`config.mk`:
```
export PLATFORM = sky130hd
export DESIGN_NAME = aon_scratch_bank
export DESIGN_NICKNAME = d
export VERILOG_FILES = /design/src/rtl/scr_pkg.sv /design/src/rtl/scr_decode.sv /design/src/rtl/scr_word.sv /design/src/rtl/scr_cause_cap.sv /design/src/rtl/aon_scratch_bank.sv
export SDC_FILE = /design/constraint.sdc
export NUM_CORES = 1
export LEC_CHECK = 0
export BUFFER_PORTS_ARGS = -buffer_cell sky130_fd_sc_hd__buf_2
export CELL_PAD_IN_SITES_DETAIL_PLACEMENT = 1
export CELL_PAD_IN_SITES_GLOBAL_PLACEMENT = 2
export CORE_MARGIN = 2
export CORE_UTILIZATION = 25
export DETAILED_ROUTE_END_ITERATION = 10
export MAX_ROUTING_LAYER = met4
export PLACE_DENSITY_LB_ADDON = 0.1
export SETUP_SLACK_MARGIN = 0.1
export SLEW_MARGIN = 5
export SYNTH_ARGS = -nofsm -noshare
export SYNTH_HDL_FRONTEND = slang
export SYNTH_SLANG_ARGS = --single-unit
```
`constraint.sdc`:
```
create_clock -name clk -period 1.8 [get_ports clk]
set_clock_uncertainty 0.05 [all_clocks]
set_input_delay 0.18 -clock clk [delete_from_list [all_inputs] [get_ports clk]]
set_output_delay 0.18 -clock clk [all_outputs]
set_load 0.02 [all_outputs]
```
`src/rtl/scr_pkg.sv`:
```
package scr_pkg;
   localparam logic [31:0] OFF_LINE1 = 32'h0000_0000;
   localparam logic [31:0] OFF_CAUSE = 32'h0000_0004;
   localparam logic [31:0] OFF_LINE0 = 32'h0000_0008;
   localparam logic [31:0] OFF_LOCK  = 32'h0000_000C;
   localparam logic [31:0] OFF_LINE2 = 32'h0000_1000;

   // cause indices whose capture depends on a protection enable
   localparam int IDX_LOWV  = 2;
   localparam int IDX_HIGHV = 3;
   localparam int IDX_BROWN = 4;

   typedef struct packed {
      logic line1;
      logic cause;
      logic line0;
      logic lock;
      logic line2;
      logic none;
   } scr_sel_t;
endpackage

```
`src/rtl/scr_decode.sv`:
```
module scr_decode
   import scr_pkg::*;
#(
   parameter int ADDR_W = 13
) (
   input  logic [ADDR_W-1:0] addr,
   output scr_sel_t          sel
);
   always_comb begin
      sel       = '0;
      sel.line1 = (addr == OFF_LINE1[ADDR_W-1:0]);
      sel.cause = (addr == OFF_CAUSE[ADDR_W-1:0]);
      sel.line0 = (addr == OFF_LINE0[ADDR_W-1:0]);
      sel.lock  = (addr == OFF_LOCK[ADDR_W-1:0]);
      sel.line2 = (addr == OFF_LINE2[ADDR_W-1:0]);
      sel.none  = ~(sel.line1 | sel.cause | sel.line0 | sel.lock | sel.line2);
   end
endmodule

```
`src/rtl/scr_word.sv`:
```
module scr_word #(
   parameter int W = 32
) (
   input  logic         clk,
   input  logic         por_n,
   input  logic         we,
   input  logic [W-1:0] d,
   output logic [W-1:0] q
);
   always_ff @(posedge clk or negedge por_n) begin
      if (!por_n)  q <= '0;
      else if (we) q <= d;
   end
endmodule

```
`src/rtl/scr_cause_cap.sv`:
```
module scr_cause_cap
   import scr_pkg::*;
#(
   parameter int N_CAUSE = 12
) (
   input  logic               clk,
   input  logic               por_n,
   input  logic [N_CAUSE-1:0] pulse,
   input  logic [2:0]         prot_en,
   input  logic               clr,
   output logic [N_CAUSE-1:0] flags
);
   for (genvar i = 0; i < N_CAUSE; i++) begin : g_bit
      logic hit;
      if (i == IDX_LOWV) begin : g_lowv
         assign hit = pulse[i] & ~prot_en[0];
      end else if (i == IDX_HIGHV) begin : g_highv
         assign hit = pulse[i] & ~prot_en[1];
      end else if (i == IDX_BROWN) begin : g_brown
         assign hit = pulse[i] & ~prot_en[2];
      end else begin : g_plain
         assign hit = pulse[i];
      end

      // set has priority over clear
      always_ff @(posedge clk or negedge por_n) begin
         if (!por_n) flags[i] <= 1'b0;
         else        flags[i] <= hit | (flags[i] & ~clr);
      end
   end
endmodule

```
`src/rtl/aon_scratch_bank.sv`:
```
module aon_scratch_bank
   import scr_pkg::*;
#(
   parameter int DATA_W  = 32,
   parameter int ADDR_W  = 13,
   parameter int N_CAUSE = 12,
   parameter int CLR_BIT = 16
) (
   input  logic               clk,
   input  logic               por_n,
   input  logic               soc_rst_n,
   input  logic               req_valid,
   input  logic               req_write,
   input  logic [ADDR_W-1:0]  req_addr,
   input  logic [DATA_W-1:0]  req_wdata,
   input  logic               req_priv,
   input  logic               boot_done,
   input  logic [N_CAUSE-1:0] cause_pulse,
   input  logic [2:0]         prot_en,
   output logic               rsp_ack,
   output logic [DATA_W-1:0]  rsp_rdata,
   output logic               rsp_err,
   output logic               rsp_viol
);
   localparam int PAD_CAUSE = DATA_W - N_CAUSE;
   localparam int PAD_LOCK  = DATA_W - 1;

   if (ADDR_W < 13 || ADDR_W > 31) begin : g_bad_addr
      $error("ADDR_W must lie in 13..31 to reach every offset");
   end
   if (CLR_BIT >= DATA_W || N_CAUSE > CLR_BIT) begin : g_bad_clr
      $error("clear bit must sit above the cause flags and inside the word");
   end
   if (N_CAUSE <= IDX_BROWN) begin : g_bad_cause
      $error("N_CAUSE too small for the guarded flags");
   end

   scr_sel_t            sel;
   logic                acc, wr, window_ok, reject, clr_cmd;
   logic                we_l0, we_l1, we_l2, we_lock;
   logic [DATA_W-1:0]   line0_q, line1_q, line2_q, rd_d;
   logic                lock_q;
   logic [N_CAUSE-1:0]  cause_q;

   scr_decode #(.ADDR_W(ADDR_W)) u_dec (.addr(req_addr), .sel(sel));

   assign acc       = req_valid & soc_rst_n;
   assign wr        = acc & req_write;
   assign window_ok = req_priv & ~boot_done & ~lock_q;
   assign we_l1     = wr & sel.line1;
   assign we_l2     = wr & sel.line2;
   assign we_l0     = wr & sel.line0 & window_ok;
   assign we_lock   = wr & sel.lock & window_ok;
   assign reject    = wr & (sel.line0 | sel.lock) & ~window_ok;
   assign clr_cmd   = wr & sel.cause & req_wdata[CLR_BIT];

   scr_word #(.W(DATA_W)) u_line0 (.clk(clk), .por_n(por_n), .we(we_l0),
                                   .d(req_wdata), .q(line0_q));
   scr_word #(.W(DATA_W)) u_line1 (.clk(clk), .por_n(por_n), .we(we_l1),
                                   .d(req_wdata), .q(line1_q));
   scr_word #(.W(DATA_W)) u_line2 (.clk(clk), .por_n(por_n), .we(we_l2),
                                   .d(req_wdata), .q(line2_q));
   scr_word #(.W(1))      u_lock  (.clk(clk), .por_n(por_n), .we(we_lock),
                                   .d(req_wdata[0]), .q(lock_q));

   scr_cause_cap #(.N_CAUSE(N_CAUSE)) u_cause (
      .clk(clk), .por_n(por_n), .pulse(cause_pulse), .prot_en(prot_en),
      .clr(clr_cmd), .flags(cause_q));

   always_comb begin
      rd_d = '0;
      if (sel.line1)      rd_d = line1_q;
      else if (sel.cause) rd_d = {{PAD_CAUSE{1'b0}}, cause_q};
      else if (sel.line0) rd_d = line0_q;
      else if (sel.lock)  rd_d = {{PAD_LOCK{1'b0}}, lock_q};
      else if (sel.line2) rd_d = line2_q;
   end

   // response path is the only state the soft reset touches
   always_ff @(posedge clk or negedge soc_rst_n) begin
      if (!soc_rst_n) begin
         rsp_ack   <= 1'b0;
         rsp_err   <= 1'b0;
         rsp_viol  <= 1'b0;
         rsp_rdata <= '0;
      end else begin
         rsp_ack   <= acc;
         rsp_err   <= acc & sel.none;
         rsp_viol  <= reject;
         rsp_rdata <= (acc & ~req_write) ? rd_d : '0;
      end
   end
endmodule

```
==> results.ini, run 1 <==
[critical_path]
crit_arrival_ns=2.15
crit_type=in -> reg
required_ns=2.06
end_kind=flop
crit_path_max_fanout=11
start_kind=primary input

[min_path]
min_path_type=in -> reg

[final_layout]
fin_cells=987
drive_gt1_share_pct=42.9
fillers=2578
final_nets=716
area_growth_pct=42.6

[logic_synthesis]
yosys_warnings=0
synth_nets=535
syn_inst=468
synth_top_flop_cell=dfrtp_1
yosysSeqAreaShare_pct=58.2
netlist_area_um2=6190
synth.top_cell.area_share_pct=58.2
synthArstFlopShare_pct=100
yosys_register_bits=144
synth_area_leader_cell=dfrtp_1
ys_top_cells_by_area=dfrtp_1 (58%), mux2_4 (7.3%), mux2_2 (6.6%), mux2_1 (5.6%), nor2_1 (3.3%)
synth_area_per_cell_um2=13.2
synth-edff-count=0
synth_cell_types=41

[power]
p_per_area_nw_per_um2=822
peakVddDrop_uv=444
power_leakage_nw=4.30

[run]
drv_cap=0

[floorplanning]
design.die.area_um2=26000
num_rows=57
core_area_um2=24300
die_w_um=161
initial_utilization_pct=25.4
ios=102
die_h_um=161

[run_status]
run_status=finished with violations
violations=setup timing

[timing]
fmax_mhz=529
post-route-period-util_pct=105
grt_setup_unrepaired=true
slew_violations=0
slew-limit-headroom_pct=62.1
period_needed_ns=1.89
setup_tns_ns=-4.09
hold_violations=0
worst_pin_slew_ns=0.568
setup_violations=72
fin_ws_ns=-0.0900

[global_routing]
grt_antenna_before_repair=1
grt_pass1_wl_um=28300
grt_usage_pct=15.0
grt_start_max_net_pins=39
grt_pass1_vias=4881
gr-total-overflow=0

[routing]
num_vias=4283
wirelength_um=18700
antenna_left=0
route.detailed.drc=0
first_pass_iters=4
drt_iter0_markers=110
routedWlPerCell_um=18.9
via_per_inst=4.34

[placement]
hpwl_um=11400
place_congestion=0.690
dp_cells=897
numPortBuffers=101
dp_slack_ns=-0.545

[clocking]
clk_path_buf_depth=2
numCtsBuffers=17
htree_num_levels=4
cts_tree=built
clk_pin_slew_ns=0.06
cts-root-buf=clkbuf_16
clock_latency_ns=0.42
cts.sinks=144

==> cells in the mapped netlist, types with 2 or more instances <==
cell / number
dfrtp_1: 144
nor2_1: 55
mux2_2: 36
mux2_1: 31
mux2_4: 30
nand2_1: 24
a21oi_1: 21
a21o_1: 20
mux2i_1: 20
clkbuf_1: 15
a211oi_1: 11
o21bai_1: 11
inv_1: 5
a22o_1: 3
buf_12: 3
buf_4: 3
buf_6: 3
nor2b_1: 3
or4_4: 3
buf_1: 2
buf_2: 2
nor3_1: 2
or2_2: 2
or4_1: 2
==> layout by cell type, fill, tap and decap left out, types with 4 or more instances in the layout <==
| cell | synthesis | layout |
|---|---|---|
| mux2_1 | 31 | 30 |
| a21o_1 | 20 | 20 |
| a211oi_2 | 0 | 8 |
| nor2_4 | 1 | 7 |
| dfrtp_1 | 144 | 144 |
| mux2_4 | 30 | 63 |
| buf_12 | 3 | 10 |
| dlygate4sd3_1 | 0 | 47 |
| a21oi_1 | 21 | 21 |
| nor2_1 | 55 | 37 |
| mux2_2 | 36 | 4 |
| o21bai_1 | 11 | 11 |
| mux2i_1 | 20 | 20 |
| nor2_2 | 0 | 12 |
| clkbuf_16 | 0 | 20 |
| buf_6 | 3 | 7 |
| or2_4 | 0 | 4 |
| clkinv_2 | 0 | 4 |
| nand2_1 | 24 | 24 |
| or4_4 | 3 | 4 |
| buf_2 | 2 | 98 |
| buf_4 | 3 | 21 |
| inv_1 | 5 | 5 |
==> flip-flops by register name (all words and copies together) (netlist names) <==
name	flops
u_line0.q	32
rsp_err	1
rsp_rdata	32
rsp_ack	1
u_line1.q	32
rsp_viol	1
u_lock.q	1
u_line2.q	32
u_cause.flags	12
==> power breakdown <==
part           internal, mW  switching [mW]  total [mW]
registers              3.24         0.00113        3.24
clock network          2.08            1.46        3.54
logic                 0.207           0.258       0.465
total                  5.53            1.72        7.25
==> worst max-delay path: stages <==
cell	delay, ns
buf_6	0.09
or4_4	0.54
or4_4	0.61
nor2_8	0.21
buf_12	0.20
mux2_4	0.31
==> metrics by stage <==
| stage | cell area (µm²) | util, % | hold WS [ns] | power, mW |
|---|---|---|---|---|
| 2_1_floorplan | 6230 | - | -0.166 | 3.41 |
| 3_3_place_gp | 7270 | 29.9 | 0.144 | 3.68 |
| 3_5_place_dp | 7270 | 29.9 | 0.150 | 3.68 |
| 4_1_cts | 8520 | 35.0 | 0.00503 | 7.35 |
| 5_1_grt | 8820 | 36.3 | 0.0168 | 7.56 |
| 6_report | 8820 | 36.3 | 0.0195 | 7.25 |
==> layout make-up <==
cell class / instances / area, µm² / area share (%)
clock buffers: 19 / 443 / 5.02
repair buffers: 188 / 1520 / 17.2
inverters: 6 / 22.5 / 0.255
diodes: 1 / 2.50 / 0.0284
clock inverters: 13 / 138 / 1.56
multi-input cells: 292 / 2690 / 30.5
well taps: 324 / 405 / 4.59
flip-flops and latches: 144 / 3600 / 40.8
==> what timing repair did <==
item / 4_1_cts / 5_1_grt
cloned: 3 / 5
gates resized for setup: 38 / 52
setup buffers: 1 / 1
setup endpoints to repair: 100 / 124
pin swaps: 7 / 11
hold buffers: 47 / 0
hold endpoints to repair: 166 / 0
==> metal layers <==
metal  track usage, %  wire, µm  vias up
met5                -         0        -
met4             3.29       140        0
met3             3.62       440       11
met2             25.6      9590       66
met1             18.0      8510     2203
li1                 -         -     2003
==> final timing paths <==
kind | cells past startpoint | end | from | slack, ns
worst max-delay path | 6 | u_line2.q[7]$_DFFE_PN0P_ | req_addr[1] | -0.09
worst min-delay path | 2 | u_line1.q[11]$_DFFE_PN0P_ | req_wdata[11] | 0.02
worst max register to register | 4 | u_line0.q[17]$_DFFE_PN0P_ | u_lock.q$_DFFE_PN0P_ | 0.10
worst min register to register | 1 | u_cause.flags[1]$_DFF_PN0_ | u_cause.flags[1]$_DFF_PN0_ | 0.43
max in group asynchronous | 3 | u_line1.q[31]$_DFFE_PN0P_ | por_n | 0.85
min in group asynchronous | 2 | u_line2.q[15]$_DFFE_PN0P_ | por_n | 0.25
==> cells by family after synthesis <==
logic type / count (synthesis) / share of synthesized area [%]
AND/OR/NAND/NOR: 102 / 7.89
flip-flops: 144 / 58.2
buffers and inverters: 35 / 3.52
AO/OA/AOI/OAI: 70 / 7.66
multiplexers: 117 / 22.7
(Power assumes the default switching activity.)
==> inputs of run 2 (changes only) <==
--- a/config.mk
+++ b/config.mk
@@ -13,6 +13,7 @@
 export DETAILED_ROUTE_END_ITERATION = 10
 export MAX_ROUTING_LAYER = met4
 export PLACE_DENSITY_LB_ADDON = 0.1
+export RECOVER_POWER = 25
 export SETUP_SLACK_MARGIN = 0.1
 export SLEW_MARGIN = 5
 export SYNTH_ARGS = -nofsm -noshare
==> run 2 against run 1 <==
The run still ends with setup timing left. Fmax hardly changed. Combinational power hardly changed. Register-to-register slack hardly changed. Die area stayed put. Total power hardly changed. Sequential share of layout area hardly changed. Critical path depth stayed put. Largest cell class unchanged.
==> results.ini, run 2 (synthesis gave the netlist of run 1 again) <==
[routing]
num_vias=4286  ; was 4283
routedWlPerCell_um=18.9  ; about the same
antenna_left=0  ; unchanged
wl_met2_um=9580  ; was 9590 µm
wl_met1_um=8520  ; was 8510 µm
wl_met3_um=440  ; unchanged
first_pass_iters=4  ; unchanged
via_per_inst=4.34  ; about the same
drt_iter0_markers=110  ; unchanged
wirelength_um=18700  ; about the same
top_layer=met4  ; unchanged
route.detailed.drc=0  ; unchanged

[final_layout]
area_growth_pct=42.4  ; was 42.6%
fillers=2578  ; unchanged
final_core_utilization_pct=36.2  ; was 36.3%
fin_cells=987  ; unchanged
layout_commonest_cell=dfrtp_1  ; unchanged
drive_gt1_share_pct=42.6  ; was 42.9%
final_nets=716  ; unchanged
final_cell_mix=dfrtp_1 (144), buf_2 (97), mux2_4 (63)  ; was dfrtp_1 (144), buf_2 (98), mux2_4 (63)

[clocking]
clk_path_buf_depth=2  ; unchanged
numCtsBuffers=17  ; unchanged
cts-root-buf=clkbuf_16  ; unchanged
htree_num_levels=4  ; unchanged
cts_tree=built  ; unchanged
clk_pin_slew_ns=0.06  ; about the same
cts.sinks=144  ; unchanged
clock_latency_ns=0.42  ; about the same

[power]
p_per_area_nw_per_um2=822  ; about the same
power_mw=7.25  ; about the same
peakVddDrop_uv=444  ; about the same
power_leakage_nw=4.30  ; about the same

[placement]
dp_cells=897  ; unchanged
numPortBuffers=101  ; unchanged
place_congestion=0.690  ; unchanged
hpwl_um=11400  ; unchanged

[timing]
fmax_mhz=529  ; about the same
hold_violations=0  ; unchanged
setup_violations=72  ; unchanged
grt_setup_unrepaired=true  ; unchanged
period_needed_ns=1.89  ; about the same
fin_ws_ns=-0.0899  ; was -0.0900 ns
slew-limit-headroom_pct=26.1  ; was 62.1%
setup_tns_ns=-4.08  ; was -4.09 ns
worst_pin_slew_ns=1.11  ; was 0.568 ns
post-route-period-util_pct=105  ; about the same
slew_violations=0  ; unchanged

[global_routing]
grt_antenna_before_repair=1  ; unchanged
grt_usage_pct=15.0  ; unchanged
grt_start_max_net_pins=39  ; unchanged
grt_pass1_wl_um=28300  ; unchanged
gr-total-overflow=0  ; unchanged
grt_pass1_vias=4881  ; unchanged

[run_status]
violations=setup timing  ; unchanged
run_status=finished with violations  ; unchanged

[floorplanning]
num_rows=57  ; unchanged
initial_utilization_pct=25.4  ; unchanged
ios=102  ; unchanged
core_area_um2=24300  ; unchanged
die_h_um=161  ; unchanged
die_w_um=161  ; unchanged
design.die.area_um2=26000  ; unchanged

[run]
drv_cap=0  ; unchanged

[critical_path]
required_ns=2.06  ; about the same
start_kind=primary input  ; unchanged
crit_path_max_fanout=11  ; unchanged
end_kind=flop  ; unchanged
r2r_slack_ns=0.10  ; about the same
crit_type=in -> reg  ; unchanged
crit_arrival_ns=2.15  ; about the same

[min_path]
min_path_type=in -> reg  ; unchanged

==> run 2: changes by cell type in the layout (fill, tap and decap cells not counted) <==
cell      previous run  this run
buf_2               98        97
buf_4               21        18
clkbuf_1             1         3
clkbuf_2             0         2
==> run 2: final timing paths <==
path | start | to | depth (start not counted)
min in group asynchronous | soc_rst_n | rsp_viol$_DFF_PN0_ | 3
max in group asynchronous | soc_rst_n | rsp_rdata[12]$_DFF_PN0_ | 3
max reg2reg | u_lock.q$_DFFE_PN0P_ | u_line0.q[17]$_DFFE_PN0P_ | 4
min | req_wdata[11] | u_line1.q[11]$_DFFE_PN0P_ | 2
min reg2reg | u_cause.flags[1]$_DFF_PN0_ | u_cause.flags[1]$_DFF_PN0_ | 1
max | req_addr[1] | u_line2.q[7]$_DFFE_PN0P_ | 6
==> run 2: worst max-delay path, cell delays in order <==
cell	delay, ns
buf_6	0.09
or4_4	0.54
or4_4	0.61
nor2_8	0.21
buf_12	0.20
mux2_4	0.31
==> run 2: timing repair <==
action                                 CTS  global route
gates resized for setup                 38            52
endpoints found under the hold margin  166             0
cloned                                   3             5
pin swaps                                7            11
setup endpoints to repair              100           124
setup buffers                            1             1
hold buffers                            47             0
==> run 2: power breakdown <==
group / switching (mW) / internal, mW / total, mW
Sequential: 0.00113 / 3.24 / 3.24
Combinational: 0.258 / 0.204 / 0.463
Clock: 1.46 / 2.08 / 3.54
==> run 2: area by class of cell <==
type	count	area (µm²)	share of cell area (%)
Timing Repair Buffer	188	1510	17.1
Sequential cell	144	3600	40.9
Antenna cell	1	2.50	0.0284
Tap cell	324	405	4.60
Inverter	6	22.5	0.256
Multi-Input combinational cell	292	2690	30.6
Clock buffer	19	443	5.03
Clock inverter	13	138	1.56
==> run 2: metal layers <==
metal,track usage (%),vias to the layer above
met3,3.62,11
met5,-,-
met1,18.0,2205
met4,3.29,0
li1,-,2004
met2,25.6,66
==> run 2: through the flow <==
| stage | worst slack, ns | cell area, µm² | hold slack, ns |
|---|---|---|---|
| global route | -0.109 | 8810 | 0.0168 |
| floorplan | -0.345 | 6230 | -0.166 |
| detailed placement | -0.545 | 7270 | 0.150 |
| global placement | -0.520 | 7270 | 0.144 |
| CTS | -0.0764 | 8520 | 0.00503 |
| finish | -0.0899 | 8810 | 0.0194 |
